[src/rtl/mtm_pkg.sv]
package mtm_pkg;
  localparam logic [7:0] OFF_MATCH = 8'h00;
  localparam logic [7:0] OFF_SNAP  = 8'h10;
  localparam logic [7:0] OFF_STAT  = 8'h14;
  localparam logic [7:0] OFF_IEN   = 8'h1C;
  localparam logic [7:0] OFF_CTRL  = 8'h20;
  localparam logic [7:0] OFF_BUSY  = 8'h24;

  localparam int unsigned BUSY_MATCH_BIT = 0;
  localparam int unsigned BUSY_CNT_BIT   = 4;
  localparam int unsigned BUSY_SNAP_BIT  = 5;

  localparam int unsigned EVT_W = 2;  // bit0 compare, bit1 wrap
endpackage

[src/rtl/mtm_xfer.sv]
module mtm_xfer #(
  parameter int unsigned LAT = 2
) (
  input  logic clk_i,
  input  logic rst_ni,
  input  logic tick_i,
  input  logic start_i,
  output logic busy_o,
  output logic commit_o
);
  localparam int unsigned STG_W = (LAT > 1) ? $clog2(LAT) : 1;

  logic             busy_q;
  logic [STG_W-1:0] stg_q;
  logic             last;

  assign last     = (stg_q == STG_W'(LAT - 1));
  assign commit_o = busy_q & tick_i & last;
  assign busy_o   = busy_q;

  always_ff @(posedge clk_i or negedge rst_ni) begin
    if (!rst_ni) begin
      busy_q <= 1'b0;
      stg_q  <= '0;
    end else if (!busy_q) begin
      if (start_i) begin
        busy_q <= 1'b1;
        stg_q  <= '0;
      end
    end else if (tick_i) begin
      if (last) busy_q <= 1'b0;
      else      stg_q  <= stg_q + 1'b1;
    end
  end


  busy_rise_chk: assert property (@(posedge clk_i) disable iff (!rst_ni)
    $rose(busy_q) |-> $past(start_i));


  busy_hold_chk: assert property (@(posedge clk_i) disable iff (!rst_ni)
    (busy_q && !tick_i) |=> busy_q);
endmodule

[src/rtl/mtm_counter.sv]
module mtm_counter #(
  parameter int unsigned CNT_W = 32
) (
  input  logic             clk_i,
  input  logic             rst_ni,
  input  logic             tick_i,
  input  logic             run_i,
  input  logic             load_i,
  input  logic [CNT_W-1:0] load_val_i,
  input  logic [CNT_W-1:0] match_val_i,
  output logic [CNT_W-1:0] cnt_o,
  output logic             hit_o,
  output logic             wrap_o
);
  logic [CNT_W-1:0] cnt_q;
  logic [CNT_W-1:0] cnt_nxt;
  logic             step;

  assign step    = tick_i & run_i & ~load_i;
  assign cnt_nxt = cnt_q + CNT_W'(1);
  assign hit_o   = step & (cnt_nxt == match_val_i);
  assign wrap_o  = step & (&cnt_q);
  assign cnt_o   = cnt_q;

  always_ff @(posedge clk_i or negedge rst_ni) begin
    if (!rst_ni)     cnt_q <= '0;
    else if (load_i) cnt_q <= load_val_i;
    else if (step)   cnt_q <= cnt_nxt;
  end


  cnt_step_chk: assert property (@(posedge clk_i) disable iff (!rst_ni)
    step |=> cnt_q == $past(cnt_q) + CNT_W'(1));


  cnt_hold_chk: assert property (@(posedge clk_i) disable iff (!rst_ni)
    (!step && !load_i) |=> $stable(cnt_q));


  cnt_load_chk: assert property (@(posedge clk_i) disable iff (!rst_ni)
    load_i |=> cnt_q == $past(load_val_i));
endmodule

[src/rtl/mtm_timer.sv]
module mtm_timer
  import mtm_pkg::*;
#(
  parameter int unsigned CNT_W      = 32,
  parameter int unsigned ADDR_W     = 8,
  parameter int unsigned SYNC_TICKS = 2
) (
  input  logic              clk_i,
  input  logic              rst_ni,
  input  logic              tick_i,
  input  logic              req_i,
  input  logic              we_i,
  input  logic [ADDR_W-1:0] addr_i,
  input  logic [31:0]       wdata_i,
  output logic [31:0]       rdata_o,
  output logic              irq_o
);
  localparam int unsigned DATA_W = 32;

  logic wr, wr_match, wr_cnt, wr_stat, wr_ien, wr_ctrl;
  assign wr       = req_i & we_i;
  assign wr_match = wr & (addr_i == ADDR_W'(OFF_MATCH));
  assign wr_cnt   = wr & (addr_i == ADDR_W'(OFF_SNAP));
  assign wr_stat  = wr & (addr_i == ADDR_W'(OFF_STAT));
  assign wr_ien   = wr & (addr_i == ADDR_W'(OFF_IEN));
  assign wr_ctrl  = wr & (addr_i == ADDR_W'(OFF_CTRL));

  logic m_busy, m_commit, c_busy, c_commit, s_busy, s_commit;

  mtm_xfer #(.LAT(SYNC_TICKS)) u_xfer_match (
    .clk_i, .rst_ni, .tick_i, .start_i(wr_match), .busy_o(m_busy), .commit_o(m_commit));
  mtm_xfer #(.LAT(SYNC_TICKS)) u_xfer_cnt (
    .clk_i, .rst_ni, .tick_i, .start_i(wr_cnt), .busy_o(c_busy), .commit_o(c_commit));
  mtm_xfer #(.LAT(SYNC_TICKS)) u_xfer_snap (
    .clk_i, .rst_ni, .tick_i, .start_i(wr_ctrl & wdata_i[1]), .busy_o(s_busy), .commit_o(s_commit));

  logic [CNT_W-1:0] match_q, match_pend_q, cnt_pend_q, snap_q, cnt;
  logic             run_q, ien_q, hit, wrap;
  logic [EVT_W-1:0] st_q;

  mtm_counter #(.CNT_W(CNT_W)) u_counter (
    .clk_i, .rst_ni, .tick_i,
    .run_i       (run_q),
    .load_i      (c_commit),
    .load_val_i  (cnt_pend_q),
    .match_val_i (match_q),
    .cnt_o       (cnt),
    .hit_o       (hit),
    .wrap_o      (wrap));

  always_ff @(posedge clk_i or negedge rst_ni) begin
    if (!rst_ni) begin
      match_q      <= '1;
      match_pend_q <= '0;
      cnt_pend_q   <= '0;
      snap_q       <= '0;
      run_q        <= 1'b0;
      ien_q        <= 1'b0;
    end else begin
      if (wr_match && !m_busy) match_pend_q <= wdata_i[CNT_W-1:0];
      if (wr_cnt && !c_busy)   cnt_pend_q   <= wdata_i[CNT_W-1:0];
      if (m_commit)            match_q      <= match_pend_q;
      if (s_commit)            snap_q       <= cnt;
      if (wr_ctrl)             run_q        <= wdata_i[0];
      if (wr_ien)              ien_q        <= wdata_i[0];
    end
  end

  // event set has priority over a clear in the same cycle
  logic [EVT_W-1:0] evt_set;
  assign evt_set = {wrap, hit};

  always_ff @(posedge clk_i or negedge rst_ni) begin
    if (!rst_ni) st_q <= '0;
    else begin
      for (int i = 0; i < int'(EVT_W); i++) begin
        if (evt_set[i])                 st_q[i] <= 1'b1;
        else if (wr_stat && wdata_i[i]) st_q[i] <= 1'b0;
      end
    end
  end

  assign irq_o = st_q[0] & ien_q;

  logic [DATA_W-1:0] busy_vec;
  always_comb begin
    busy_vec                 = '0;
    busy_vec[BUSY_MATCH_BIT] = m_busy;
    busy_vec[BUSY_CNT_BIT]   = c_busy;
    busy_vec[BUSY_SNAP_BIT]  = s_busy;
  end

  always_comb begin
    unique case (addr_i)
      ADDR_W'(OFF_MATCH): rdata_o = DATA_W'(match_q);
      ADDR_W'(OFF_SNAP):  rdata_o = DATA_W'(snap_q);
      ADDR_W'(OFF_STAT):  rdata_o = DATA_W'(st_q);
      ADDR_W'(OFF_IEN):   rdata_o = DATA_W'(ien_q);
      ADDR_W'(OFF_CTRL):  rdata_o = DATA_W'(run_q);
      ADDR_W'(OFF_BUSY):  rdata_o = busy_vec;
      default:            rdata_o = '0;
    endcase
  end


  cmp_set_chk: assert property (@(posedge clk_i) disable iff (!rst_ni)
    $rose(st_q[0]) |-> $past(hit));


  match_hold_chk: assert property (@(posedge clk_i) disable iff (!rst_ni)
    !m_commit |=> $stable(match_q));


  evt_clr_chk: assert property (@(posedge clk_i) disable iff (!rst_ni)
    (wr_stat && wdata_i[0] && !hit) |=> !st_q[0]);


  snap_hold_chk: assert property (@(posedge clk_i) disable iff (!rst_ni)
    !s_commit |=> $stable(snap_q));
endmodule

[config.mk]
export PLATFORM = sky130hd
export DESIGN_NAME = mtm_timer
export DESIGN_NICKNAME = d
export VERILOG_FILES = /design/src/rtl/mtm_pkg.sv /design/src/rtl/mtm_xfer.sv /design/src/rtl/mtm_counter.sv /design/src/rtl/mtm_timer.sv
export SDC_FILE = /design/constraint.sdc
export NUM_CORES = 1
export LEC_CHECK = 0
export BUFFER_PORTS_ARGS = -buffer_cell sky130_fd_sc_hd__buf_2
export CAP_MARGIN = 25
export CORE_MARGIN = 2
export CORE_UTILIZATION = 60
export DETAILED_ROUTE_END_ITERATION = 10
export GPL_ROUTABILITY_DRIVEN = 0
export PLACE_DENSITY = 0.8
export SYNTH_ARGS = -nofsm -noshare
export SYNTH_HDL_FRONTEND = slang
export SYNTH_SLANG_ARGS = --single-unit
[constraint.sdc]
create_clock -name clk_i -period 2.8 [get_ports clk_i]
set_input_delay 0.28 -clock clk_i [delete_from_list [all_inputs] [get_ports clk_i]]
set_output_delay 0.28 -clock clk_i [all_outputs]
set_load 0.005 [all_outputs]
* Yosys cells after proc, flatten, opt, wreduce, memory -nomap -nowiden *
Cells that the tools add are included.

storage, ports and cells
  output and inout bits = 33
  register bits after elaboration = 170
  ROM bits = 0
  memories = 0
  word-level logic and storage cells = 95
  latch bits = 0
  input bits = 45
  memory bits (writable) = 0

operators by class
  multiply operators = 0
  eq/ne operators = 9
  reduce and logical (&&, ||, !) cells = 17
  order comparisons = 0
  bitwise operators = 19
  muxes and demuxes = 31
  div/mod/pow operators = 0
  shift operators = 0
  add/sub/neg operators = 4

operators by type and width
  cell                   count
  $pmux 32 s6            1
  $mux 32                2
  $add 32x1->32 const B  1
  $eq 32x32->1           1
  $reduce_and 32->1      1
  $mux 1                 28
  $eq 8x5->1 const B     3
  $and 1x1->1            18
  $eq 8x6->1 const B     2
  $reduce_bool 2->1      6
  $logic_not 8->1        1
  $ne 2x2->1 const B     3
  $reduce_and 2->1       3
  $logic_and 1x1->1      4
  $add 1x1->1 const B    3
  $logic_not 1->1        2
  $not 1->1              1

* Depth between registers and ports, before layout *
  depth in word-level cells = 6
  mapped depth = 9
  depth with buffers taken out = 8

* Hierarchy *
From an unflattened synthesis, not the netlist that was laid out.

unflattened totals
  cells, all modules = 727
  area total of the unflattened synthesis = 8600.7 um^2

modules (own cells, without submodules)
  module       seq. area each (um^2)  cells each  area each (um^2)  instances
  mtm_timer    3343.2                 353         5455.2            1
  mtm_counter  800.8                  350         2890.3            1
  mtm_xfer     50.0                   8           85.1              3

* Least setup slack after synthesis *
OpenSTA, ideal clock, no wires.

  path kind = register -> register
  start = register u_counter.cnt_q[0] (netlist: u_counter.cnt_o[0])
  end = register st_q[0]
  arrival = 2307 ps
  stages on the path, launching flop included = 10
  setup time = 92 ps
  required time = 2708 ps
  clock period less this slack = 2399 ps
  buffers on the path = 1
  path slack = 401 ps
  cell sequence = dfrtp_1 -> ha_1 -> nand3_2 -> or4_1 -> buf_2 -> o32ai_2 -> o21ba_1 -> nor2_1 -> a211o_1 -> o31ai_2

on the way
  cells in the longest elaborated chain, start to end = 4
  elaborated cells between the ends (all ways) = 5
  those cells by class = add/sub: 1; eq/ne: 1; mux: 1; bitwise: 1; reduce/logical: 1

ends and longest elaborated chain
  what                                                line               source
  start: declaration                                  mtm_counter.sv:15  logic [CNT_W-1:0] cnt_q;
  start signal: assignment                            mtm_counter.sv:27  else if (load_i) cnt_q <= load_val_i;
  start signal: assignment                            mtm_counter.sv:28  else if (step) cnt_q <= cnt_nxt;
  $add 32x1->32 *                                     mtm_counter.sv:20  assign cnt_nxt = cnt_q + CNT_W'(1);
  $eq 32x32->1 *                                      mtm_counter.sv:21  assign hit_o = step & (cnt_nxt == match_val_i);
  $and 1x1->1 *                                       mtm_counter.sv:21
  $mux 1 / $reduce_bool 2->1 (equally long branches)  -
  end signal: assignment                              mtm_timer.sv:74    if (!rst_ni) st_q <= '0;
  end signal: indexed assignment                      mtm_timer.sv:77    if (evt_set[i]) st_q[i] <= 1'b1;
  end signal: indexed assignment                      mtm_timer.sv:78    else if (wr_stat && wdata_i[i]) st_q[i] <= 1'b0;
  end: declaration                                    mtm_timer.sv:39    logic [EVT_W-1:0] st_q;

Mark *: on every way between the ends. The rest lies on a longest branch, timed or not.
A chain may end at the register's enable or synchronous reset.

* Worst setup path after layout *
Same ends and word-level chain as after synthesis.

==> impl_metrics.toml <==
[worst_hold_path]
min_from = "wdata_i[31]"
hold_path.class = "in -> reg"
min_to = "cnt_pend_q[31]"
hold_path_depth = 2

[floorplan]
initial_utilization_pct = 60.8
core_um2 = 13800
die_h_um = 122
dieArea_um2 = 14900
rows = 43
ioPinCount = 78
die_w_um = 122

[placement]
dp_cells = 958
placed_area_um2 = 8970
pre_cts_slack_ps = 273
io_buffers = 77
place.detailed.hpwl_um = 12900

[clock_tree]
clk_pin_slew_ps = 70
cts_root_buf = "clkbuf_16"
clock_latency_ps = 430
ctsResizeCount = 0
htreeDepth = 4
cts_tree = "yes"
clk_path_buf_depth = 2
cts_buffers = 17
numClockSinks = 170
post_cts_buffers = 0

[timing]
final_hold_viol_count = 0
setup_violations = 0
setup_ws_ps = 218
period_minus_slack_ps = 2580
slew-limit-headroom_pct = 41.2
rsz0062_at_grt = "no"
tns_ps = 0
layout_worst_path_cycle_share_pct = 92.2
finClkSkew_ps = 8.63
clock.fmax_mhz = 387
slew_violations = 0
tightest_slew_ps = 880

[route]
avgViaCountPerCell = 6.13
vias = 6072
drcViolationCount = 0
ant_nets = 0
wl_um = 19000
drt_pre_antenna_iters = 6
drt_iter0_drc = 423
wl_per_cell_um = 19.2

[global_routing]
grt_pass1_wl_um = 31100
grt_usage_pct = 27.1
overflow = 0
antenna_found_initial = 0
grt_pass1_vias = 6058
grt_max_degree = 68

[yosys]
syn-instance-count = 733
synth.distinct_cells = 52
ys_seq_area_share_pct = 51.3
yosysWarnings = 0
synth_ff_type = "dfrtp_1"
synthArstFlopShare_pct = 100
syn_nets = 779
ys_seq_elements = 170
synth.avg_cell_area_um2 = 11.4
syn_area_um2 = 8370
synth-edff-count = 0

[setup_path]
cp_slowest_stage_delay_ps = 650
cp-start-kind = "flip-flop"
path_max_fanout = 7
ff2ff_setup_slack_ps = 220
r2r_end = "st_q[0]"
required_ps = 3140
slowest_stage = "or4_1"
path_cells = "ha_1 -> nand3_2 -> or4_1 -> o32ai_2 -> o21ba_1 -> nor2_1 -> a211o_1 -> o31ai_2"
reg2reg_from = "u_counter.cnt_o[0]"
worstPathArrival_ps = 2930
rr_worst_depth = 8
worstSetupPathType = "reg -> reg"
endpoint_kind = "flip-flop"

[final_layout]
final_net_count = 844
synthToLayoutAreaGrowth_pct = 15.1
drive_above_1_share_pct = 36.1
finish.instance_area_um2 = 9630
stdcell_count = 991
diodes = 0
fillers = 964

[pwr]
power_mw = 5.54
cellPowerDensity_nw_per_um2 = 575
p_leak_nw = 4.49
vdd_drop_max_v = 0.000438

[job]
maxCapViolCount = 0

[run_status]
status = "complete, no violations"
metal layers:
| metal | track usage [%] | up-vias | wire length [µm] |
|---|---|---|---|
| li1 | - | 2731 | - |
| met1 | 37.5 | 3103 | 8490 |
| met4 | 8.76 | 0 | 315 |
| met2 | 43.1 | 205 | 9170 |
| met3 | 5.85 | 33 | 1020 |
| met5 | 0 | - | 0 |
flip-flops by register name (all words and copies together), names as in the netlist, 2 cells and up:
signal	cells
cnt_pend_q	32
match_pend_q	32
match_q	32
snap_q	32
st_q	2
u_counter.cnt_o	32
how the worst max path moves through the flow:
stage / slack [ps] / from / end / cells past startpoint
floorplan: 400 / u_counter.cnt_o[0] / st_q[0] / 9
global placement: 350 / u_counter.cnt_o[0] / st_q[0] / 8
detailed placement: 270 / u_counter.cnt_o[0] / st_q[0] / 8
CTS: 250 / u_counter.cnt_o[0] / st_q[0] / 8
global route: 60 / u_counter.cnt_o[8] / st_q[0] / 7
finish: 220 / u_counter.cnt_o[0] / st_q[0] / 8
critical path: cells and delay by family (launching register included):
family	cells	cell delay (ps)
AO/OA/AOI/OAI	4	910
AND/OR/NAND/NOR	3	810
flip-flops	1	480
adder cells (fa/ha/maj)	1	300
power by group:
group          internal, mW  total [mW]  leakage (nW)  switching (mW)
Clock                  1.63        2.56         0.309           0.934
Combinational         0.156       0.343          1.94           0.187
Sequential             2.55        2.63          2.24          0.0843
Total                  4.33        5.54          4.49            1.21
Yosys cell counts (11+ instances only):
cell / count / share of area [%]
dfstp_2: 32 / 10
mux2_2: 129 / 17
a22o_1: 29 / 3.0
nor2_1: 42 / 1.9
nand3_1: 24 / 1.4
o21ai_0: 38 / 2.3
nor3_1: 11 / 0.66
nand2_1: 69 / 3.1
clkbuf_1: 34 / 1.5
dfrtp_1: 138 / 41
xnor2_1: 47 / 4.9
xor2_1: 31 / 3.2
nand4_1: 14 / 1.0
repair_timing:
item                                    4_1_cts  5_1_grt
hold buffers                                  1        0
endpoints found under the hold margin        55        0
endpoints found under the setup margin        0        0
cells by family after synthesis:
| family | share of synthesized area (%) |
|---|---|
| AND/OR/NAND/NOR | 11.6 |
| buffers and inverters | 2.72 |
| adder cells (fa/ha/maj) | 0.149 |
| AO/OA/AOI/OAI | 8.37 |
| flip-flops | 51.3 |
| multiplexers | 17.7 |
| XOR/XNOR | 8.16 |
area by class of cell:
type	instances	area, µm²	area share [%]
repair buffers	92	544	5.65
inverters	10	37.5	0.390
clock inverters	11	195	2.03
multi-input cells	507	3880	40.2
well taps	180	225	2.34
flip-flops and latches	170	4290	44.6
clock buffers	21	460	4.78
through the flow:
step	hold WS, ps	utilization [%]
final	89.3	69.9
after global routing	80.6	69.9
after CTS	74.5	69.9
after detailed placement	320	65.1
after global placement	314	65.1
after floorplan	-15.6	-
cells in the final DEF, fill, tap and decap left out, types with 5 or more instances in the layout:
| master | n |
|---|---|
| a21oi_1 | 6 |
| nand4_1 | 14 |
| and3_1 | 7 |
| dfrtp_1 | 138 |
| nor2_1 | 38 |
| nand3_1 | 24 |
| and4_1 | 5 |
| a22o_1 | 29 |
| bufinv_16 | 5 |
| nand2_1 | 69 |
| buf_4 | 11 |
| inv_1 | 10 |
| and2_1 | 6 |
| nor4_1 | 5 |
| nor3_1 | 11 |
| clkbuf_16 | 17 |
| o21ai_0 | 38 |
| mux2_2 | 129 |
| dfstp_2 | 32 |
| xnor2_1 | 47 |
| buf_2 | 76 |
| xor2_1 | 31 |
Power figures use the tool's default switching activity.
